$ cat config.mk
export PLATFORM = sky130hd
export DESIGN_NAME = refresh_sched
export DESIGN_NICKNAME = d
export VERILOG_FILES = /design/src/rtl/refresh_sched_pkg.sv /design/src/rtl/refresh_sched_decode.sv /design/src/rtl/refresh_sched_interval.sv /design/src/rtl/refresh_sched.sv
export SDC_FILE = /design/constraint.sdc
export NUM_CORES = 1
export LEC_CHECK = 0
export BUFFER_PORTS_ARGS = -buffer_cell sky130_fd_sc_hd__buf_2
export CORE_MARGIN = 2
export CORE_UTILIZATION = 25
export CTS_BUF_LIST = sky130_fd_sc_hd__clkbuf_8
export DETAILED_ROUTE_END_ITERATION = 12
export SLEW_MARGIN = 5
export SYNTH_ARGS = -nofsm -noshare
export SYNTH_HDL_FRONTEND = slang
export SYNTH_SLANG_ARGS = --single-unit
$ cat constraint.sdc
create_clock -name clk_i -period 11.5 [get_ports clk_i]
set_clock_uncertainty 0.1 [all_clocks]
set_input_delay 1.15 -clock clk_i [delete_from_list [all_inputs] [get_ports clk_i]]
set_output_delay 1.15 -clock clk_i [all_outputs]
set_load 0.05 [all_outputs]
$ cat src/rtl/refresh_sched_pkg.sv
package refresh_sched_pkg;
  localparam int OP_W = 3;
  typedef enum logic [OP_W-1:0] {
    OP_SHIFT   = 3'd0,
    OP_PHASE   = 3'd1,
    OP_FOURIER = 3'd2,
    OP_FADD    = 3'd3,
    OP_FMUL    = 3'd4,
    OP_UNITARY = 3'd5
  } op_e;
endpackage

$ cat src/rtl/refresh_sched_decode.sv
module refresh_sched_decode
  import refresh_sched_pkg::*;
#(
  parameter int LEN_W = 6,
  parameter int F_MIN = 12,
  parameter int F_MAX = 32,
  parameter int MUL_D = 3
) (
  input  logic [OP_W-1:0]  code_i,
  input  logic [LEN_W-1:0] len_i,
  input  logic             prod_i,
  output logic             ok_o,
  output logic             split_o,
  output logic [LEN_W-1:0] depth_o
);
  always_comb begin
    ok_o    = 1'b0;
    split_o = 1'b0;
    depth_o = '0;
    case (code_i)
      OP_SHIFT: begin
        ok_o    = (len_i == LEN_W'(1)) || (len_i == LEN_W'(2));
        depth_o = len_i;
      end
      OP_PHASE, OP_FADD: begin
        ok_o    = 1'b1;
        depth_o = LEN_W'(1);
      end
      OP_FMUL: begin
        ok_o    = 1'b1;
        depth_o = LEN_W'(MUL_D);
      end
      OP_FOURIER: begin
        ok_o    = (len_i >= LEN_W'(F_MIN)) && (len_i <= LEN_W'(F_MAX));
        split_o = 1'b1;
        depth_o = len_i;
      end
      OP_UNITARY: begin
        ok_o    = !prod_i && (len_i != '0);
        split_o = 1'b1;
        depth_o = len_i;
      end
      default: ok_o = 1'b0;
    endcase
  end
endmodule

$ cat src/rtl/refresh_sched_interval.sv
module refresh_sched_interval #(
  parameter int INT_W = 4,
  parameter int LEN_W = 6,
  parameter int M_MIN = 8,
  parameter int M_MAX = 12
) (
  input  logic [INT_W-1:0] interval_i,
  output logic [LEN_W-1:0] m_o
);
  always_comb begin
    if (interval_i < INT_W'(M_MIN))      m_o = LEN_W'(M_MIN);
    else if (interval_i > INT_W'(M_MAX)) m_o = LEN_W'(M_MAX);
    else                                 m_o = LEN_W'(interval_i);
  end
endmodule

$ cat src/rtl/refresh_sched.sv
module refresh_sched
  import refresh_sched_pkg::*;
#(
  parameter int LEN_W = 6,
  parameter int INT_W = 4,
  parameter int M_MIN = 8,
  parameter int M_MAX = 12
) (
  input  logic             clk_i,
  input  logic             rst_ni,
  input  logic             in_valid_i,
  output logic             in_ready_o,
  input  logic [OP_W-1:0]  in_code_i,
  input  logic [LEN_W-1:0] in_len_i,
  input  logic [INT_W-1:0] interval_i,
  input  logic             prod_i,
  input  logic             flush_req_i,
  output logic             issue_valid_o,
  output logic [OP_W-1:0]  issue_op_o,
  output logic [LEN_W-1:0] issue_stages_o,
  output logic             refresh_o,
  output logic             error_o,
  output logic [LEN_W-1:0] depth_o
);
  localparam int SUM_W = LEN_W + 1;

  logic             dec_ok, dec_split;
  logic [LEN_W-1:0] dec_depth, m;

  refresh_sched_decode #(.LEN_W(LEN_W)) u_dec (
    .code_i(in_code_i), .len_i(in_len_i), .prod_i(prod_i),
    .ok_o(dec_ok), .split_o(dec_split), .depth_o(dec_depth)
  );

  refresh_sched_interval #(.INT_W(INT_W), .LEN_W(LEN_W), .M_MIN(M_MIN), .M_MAX(M_MAX)) u_int (
    .interval_i(interval_i), .m_o(m)
  );

  logic [LEN_W-1:0] cnt_q, cnt_d, rem_q, rem_d;
  logic             hold_q, hold_d, flush_q, flush_clr;
  logic [OP_W-1:0]  hop_q, hop_d;
  logic             iv_d, ref_d, err_d;
  logic [OP_W-1:0]  op_d;
  logic [LEN_W-1:0] n_d;
  logic [SUM_W-1:0] sum;
  logic [LEN_W-1:0] room;
  logic             full;

  assign sum  = {1'b0, cnt_q} + {1'b0, dec_depth};
  assign full = (cnt_q >= m);
  assign room = m - cnt_q;

  always_comb begin
    cnt_d = cnt_q; rem_d = rem_q; hold_d = hold_q; hop_d = hop_q;
    flush_clr = 1'b0;
    iv_d = 1'b0; ref_d = 1'b0; err_d = 1'b0; op_d = '0; n_d = '0;
    in_ready_o = 1'b0;
    if (hold_q) begin
      iv_d = 1'b1;
      if (full) begin
        ref_d = 1'b1;
        cnt_d = '0;
      end else begin
        op_d = hop_q;
        n_d  = (rem_q <= room) ? rem_q : room;
        cnt_d = cnt_q + n_d;
        rem_d = rem_q - n_d;
        hold_d = (rem_q > room);
      end
    end else if (flush_q) begin
      iv_d = 1'b1; ref_d = 1'b1; cnt_d = '0; flush_clr = 1'b1;
    end else begin
      in_ready_o = 1'b1;
      if (in_valid_i) begin
        if (!dec_ok) begin
          err_d = 1'b1;
        end else if (sum <= {1'b0, m}) begin
          iv_d = 1'b1; op_d = in_code_i; n_d = dec_depth; cnt_d = sum[LEN_W-1:0];
        end else if (!dec_split || full) begin
          in_ready_o = 1'b0;  // op waits behind the refresh
          iv_d = 1'b1; ref_d = 1'b1; cnt_d = '0;
        end else begin
          iv_d = 1'b1; op_d = in_code_i; n_d = room; cnt_d = m;
          hold_d = 1'b1; hop_d = in_code_i; rem_d = dec_depth - room;
        end
      end
    end
  end

  always_ff @(posedge clk_i or negedge rst_ni) begin
    if (!rst_ni) begin
      cnt_q <= '0; rem_q <= '0; hold_q <= 1'b0; hop_q <= '0; flush_q <= 1'b0;
      issue_valid_o <= 1'b0; refresh_o <= 1'b0; error_o <= 1'b0;
      issue_op_o <= '0; issue_stages_o <= '0;
    end else begin
      cnt_q   <= cnt_d;
      rem_q   <= rem_d;
      hold_q  <= hold_d;
      hop_q   <= hop_d;
      flush_q <= (flush_q && !flush_clr) || flush_req_i;
      issue_valid_o  <= iv_d;
      refresh_o      <= ref_d;
      error_o        <= err_d;
      issue_op_o     <= op_d;
      issue_stages_o <= n_d;
    end
  end

  assign depth_o = cnt_q;
endmodule

==> results of run 1 <==
[logic make-up after synthesis]
kind of cell    after synthesis  synth area share [%]
compound gates               84                  20.4
xor+xnor                     17                  5.70
fa+ha+maj                    41                  19.3
buf+inv                      37                  5.22
flops                        29                  25.4
mux                          16                  6.58
other cells                   2                 0.263
simple gates                 85                  17.1
[critical path: stages]
cell and delay [ns]:
buf_2 0.19, nor2_1 0.11, a22oi_1 0.37, ha_1 0.24, inv_1 0.05, fa_1 0.41, xnor2_1 0.26, ha_1 0.30
and3b_1 0.18, a2111oi_0 0.36, o211a_1 0.67, a21oi_1 0.12, a31oi_1 0.27, buf_2 0.31
[layer usage]
layer  vias to the layer above  wire [um]
met1                      1162       3530
li1                       1179          -
met2                        51       3600
met3                         8        325
met4                         0         69
met5                         -          0
[area by class of cell]
class	count	area [um2]	share of cell area (%)
inverters	29	109	3.32
clock buffers	7	96.3	2.94
clock inverters	1	5.00	0.153
flip-flops and latches	29	726	22.2
well taps	143	179	5.46
repair buffers	36	180	5.50
multi-input cells	245	1980	60.5
[power by group through the flow]
stage,Clock (uW),Sequential (uW),Combinational [uW]
floorplan,0,196,622
global placement,0,166,812
detailed placement,0,166,823
CTS,99.3,165,829
global route,105,170,929
finish,97.4,165,832
[per-stage QoR]
step / worst slack, ns / instances / instance area [um2] / total power, uW / util (%)
3_5_place_dp: 5.15 / 482 / 3170 / 989 / 28.1
5_1_grt: 4.88 / 490 / 3270 / 1200 / 29.0
4_1_cts: 5.23 / 490 / 3270 / 1090 / 29.0
6_report: 5.26 / 490 / 3270 / 1090 / 29.0
2_1_floorplan: 5.69 / 311 / 2850 / 818 / -
3_3_place_gp: 5.24 / 482 / 3170 / 979 / 28.1
[flip-flops by register name, summed over array words and instances (netlist names)]
| register | cells |
|---|---|
| depth_o | 6 |
| flush_q | 1 |
| issue_op_o | 3 |
| hold_q | 1 |
| rem_q | 6 |
| issue_stages_o | 6 |
| issue_valid_o | 1 |
| hop_q | 3 |
| refresh_o | 1 |
| error_o | 1 |
[layout by cell type, fill, tap and decap left out, types with 7 or more instances in the layout]
cell type	count
a21o_1	13
nand2_1	17
nand2b_1	10
nor2_1	14
a21oi_1	23
o22ai_1	8
buf_2	36
o21ai_0	12
ha_1	36
xnor2_1	13
dfrtp_1	29
clkbuf_8	7
inv_1	29
[final timing paths]
check / startpoint / end / cells past startpoint
setup / recovery: in_code_i[0] / in_ready_o / 14
hold / removal: hop_q[0] / issue_op_o[0] / 1
setup reg to reg: depth_o[1] / depth_o[5] / 19
hold reg to reg: hop_q[0] / issue_op_o[0] / 1
max in group asynchronous: rst_ni / hold_q / 1
min in group asynchronous: rst_ni / issue_stages_o[0] / 1
==> results.ini, run 1 <==
[status]
outcome = finished, final reports clean

[synthesis]
synth_area_mm2 = 0.00285
ys_types = 63
synth_area_per_cell_um2 = 9.18
syn_inst = 311
synth.most_common_cell = ha_1
synthTopCellsByCount = 36 x ha_1, 29 x dfrtp_1, 29 x inv_1
synth.top_cells.by_area = dfrtp_1 25%, ha_1 16%, a21oi_1 4.0%
synth-seq-cells = 29
synth_ff_type = dfrtp_1
synth_top_area_share_pct = 25.4
yosysWarnings = 0
yosysSeqAreaShare_pct = 25.4
syn-num-nets = 370
yosysTopAreaCell = dfrtp_1
synth_edf_count = 0
async_reset_ff_share_pct = 100

[routing]
drtAntennaViolNets = 0
routedWlPerCell_um = 15.4
drt_wl_total_um = 7530
drc_errors = 0
first_pass_iters = 4
dr_total_vias = 2400
vias_per_cell = 4.90
drtIter0Drc = 146

[critical_path]
cp-start-kind = input port
rrSetupSlack_ns = 6.07
crit_type = in2out
endpoint_kind = primary output
critical_path_required_ns = 10.25
critical_path_arrival_ns = 4.99
cp_max_fo = 19

[pwr]
ir_worst_vdd_uv = 106
clkPwrFrac_pct = 8.9
switching_share_pct = 51.4
seq_power_share_pct = 15.1
p_leak_uw = 0.00162
cellPowerDensity_mw_per_mm2 = 334
combPwrFrac_pct = 76.0
internal-power_uw = 532
p_sw_uw = 562

[final_layout]
fill_cells = 1195
area_growth_pct = 14.7
num-nets-final = 405
drive_gt1_share_pct = 18.4
diodes = 0

[run]
max-cap-violations = 0

[clocking]
cts_sinks = 29
cts-resized-gates = 0
cts_setup_buffers = 0
cts.clk_slew.worst_paths_ns = 0.06
cts.htree.levels = 2
cts_hold_buf = 0
root_buffer = clkbuf_8
clk_latency_ns = 0.29
clockBufferDepth = 2
cts_buffers = 5
cts_tree = done

[floorplan]
die_w_um = 111
rows = 39
initial_utilization_pct = 25.3
die_h_um = 111
coreArea_mm2 = 0.0113
pin_count = 37
die_area_mm2 = 0.0123

[global_routing]
grt_use_total_pct = 12.9
antenna_found_initial = 0
grt_max_degree = 30
grt_use_met1_pct = 17.0
grt_pass1_vias = 2490
grt_remaining_overflow = 0
gr-usage-met3_pct = 2.73
gr-usage-met2_pct = 22.0
grt_pass1_wl_um = 12800
grt.busiest_layer = met2

[placement]
hpwl_um = 6010
io_buffers = 36
routabilityCongestion = 0.935

[timing]
drv_slew = 0
tightest_slew_ns = 0.924
hold_viol_final = 0
period_share_pct = 54.2
min_period_ns = 6.24
clock.fmax_mhz = 160
rsz0062_at_grt = no
setup_violations = 0
whs_ns = 0.404
final.setup.tns_ns = 0
slew_headroom_pct = 38.4

[worst_hold_path]
hold_path.class = reg2reg

Power figures use the tool's default switching activity.
==> run 2: changes to the inputs <==
Clock period 11.5 ns to 6.5 ns, I/O delays scaled along.
==> run 2 against run 1 <==
- cell count rose by 0.41%
- register-to-register slack got worse by 4.6 ns
- first-iteration DRC count down 2.7%
- worst hold slack got worse by 0.11 ns
- non-clock buffer count grew 2
- design area unchanged
- combinational power up 83%
- sequential power increased by 79%
- utilization unchanged
- critical path type unchanged
- largest cell class unchanged
==> results.ini, run 2 (synthesized netlist as in run 1, its figures left out) <==
[timing]
whs_ns = 0.298
tightest_slew_ns = 0.701
drv_slew = 0
final.setup.tns_ns = 0
period_share_pct = 77.8
hold_viol_final = 0
rsz0062_at_grt = no
clock.fmax_mhz = 198
min_period_ns = 5.06
setup_violations = 0
slew_headroom_pct = 53.3
postLayoutSetupSlackWorst_ns = 1.44

[global_routing]
grt_max_degree = 30
grt_use_total_pct = 13.1
grt_pass1_vias = 2539
grt_pass1_wl_um = 12800
grt_remaining_overflow = 0
antenna_found_initial = 0

[placement]
io_buffers = 36
place_ws_ns = 1.13
routabilityCongestion = 0.878
placed_cell_area_mm2 = 0.00319
hpwl_um = 6290

[floorplan]
initial_utilization_pct = 25.3
coreArea_mm2 = 0.0113
die_w_um = 111
rows = 39
die_area_mm2 = 0.0123
die_h_um = 111
pin_count = 37

[routing]
routedWlPerCell_um = 15.9
dr_total_vias = 2481
drtIter0Drc = 142
drt_wl_total_um = 7820
first_pass_iters = 4
drtAntennaViolNets = 0
drc_errors = 0
vias_per_cell = 5.04

[critical_path]
endpoint_kind = primary output
cp-start-kind = input port
reg2regPathDepth = 20
cp_max_fo = 19
rrSetupSlack_ns = 1.49
cp.depth = 15
rr_startpoint = depth_o[1]
rr_endpoint = depth_o[5]
crit_buf_inv = 4
critical_path_required_ns = 5.75
crit_type = in2out
max_stage_delay_ns = 0.42
critical_path_arrival_ns = 4.31
cp_cell_sequence = buf_2, nor2_1, a22oi_1, ha_1, inv_1, fa_1, xnor2_1, ha_1, and3b_1, a2111oi_0, o211a_1, buf_4, a21oi_1, a31oi_1, buf_2
critical-path-top-delay-family = compound AO/OA/AOI/OAI gates
slowest_stage = fa_1

[final_layout]
seq_area_um2 = 726
stdcell_area_mm2 = 0.00327
drive_gt1_share_pct = 18.9
num-nets-final = 407
final_cell_mix = 36 x ha_1, 36 x buf_2, 29 x inv_1, 29 x dfrtp_1, 23 x a21oi_1
fill_cells = 1215
diodes = 0
multi_input_area_mm2 = 0.00198
area_growth_pct = 14.7

[worst_hold_path]
hold_path.class = in2async

[pwr]
switching_share_pct = 51.9
ir_worst_vdd_uv = 200
combPwrFrac_pct = 77.3
p_sw_uw = 1020
seq_power_share_pct = 15.0
internal-power_uw = 944
cellPowerDensity_mw_per_mm2 = 600
p_leak_uw = 0.00162
clkPwrFrac_pct = 7.7
power_uw = 1960

[clocking]
root_buffer = clkbuf_8
cts-resized-gates = 0
cts_hold_buf = 0
clockBufferDepth = 2
cts_setup_buffers = 0
cts_buffers = 5
clk_latency_ns = 0.29
cts_sinks = 29
cts.clk_slew.worst_paths_ns = 0.07
cts.htree.levels = 2
cts_tree = done

[run]
max-cap-violations = 0

[status]
outcome = finished, final reports clean

run 2: cell count changes in the layout (fill, tap and decap cells not counted), sizes merged:
cell,before,now
clkbuf,7,5
clkinvlp,0,1
clkinv,1,2
buf,36,38
run 2: through the flow:
| step | cells | utilization, % |
|---|---|---|
| floorplan | 311 | - |
| detailed placement | 484 | 28.3 |
| global placement | 484 | 28.3 |
| global route | 492 | 29.0 |
| finish | 492 | 29.0 |
| CTS | 492 | 29.0 |
run 2: final cells by class:
class	count	area share [%]
Multi-Input combinational cell	245	60.5
Sequential cell	29	22.2
Timing Repair Buffer	38	5.96
Tap cell	143	5.46
Inverter	29	3.32
Clock buffer	5	2.10
Clock inverter	3	0.535
run 2: power by group through the flow:
stage	Clock, uW	Combinational (uW)	Sequential (uW)
after floorplan	0	1100	348
after detailed placement	0	1500	297
after global routing	166	1690	303
after global placement	0	1470	296
final	151	1520	295
after CTS	158	1510	294
run 2: how the worst max path moves through the flow:
stage | start | endpoint
4_1_cts | in_code_i[0] | in_ready_o
3_5_place_dp | interval_i[3] | depth_o[5]
3_3_place_gp | interval_i[2] | depth_o[5]
2_1_floorplan | depth_o[1] | depth_o[5]
5_1_grt | interval_i[3] | depth_o[5]
6_report | in_code_i[0] | in_ready_o
run 2: routing by layer:
metal | GRT usage, % | part of all wire (%) | vias to the layer above
met1 | 16.3 | 43 | 1193
met5 | 0 | 0 | -
met4 | 5.58 | 3.3 | 0
met3 | 2.41 | 5.2 | 21
li1 | - | - | 1193
met2 | 22.3 | 48 | 74
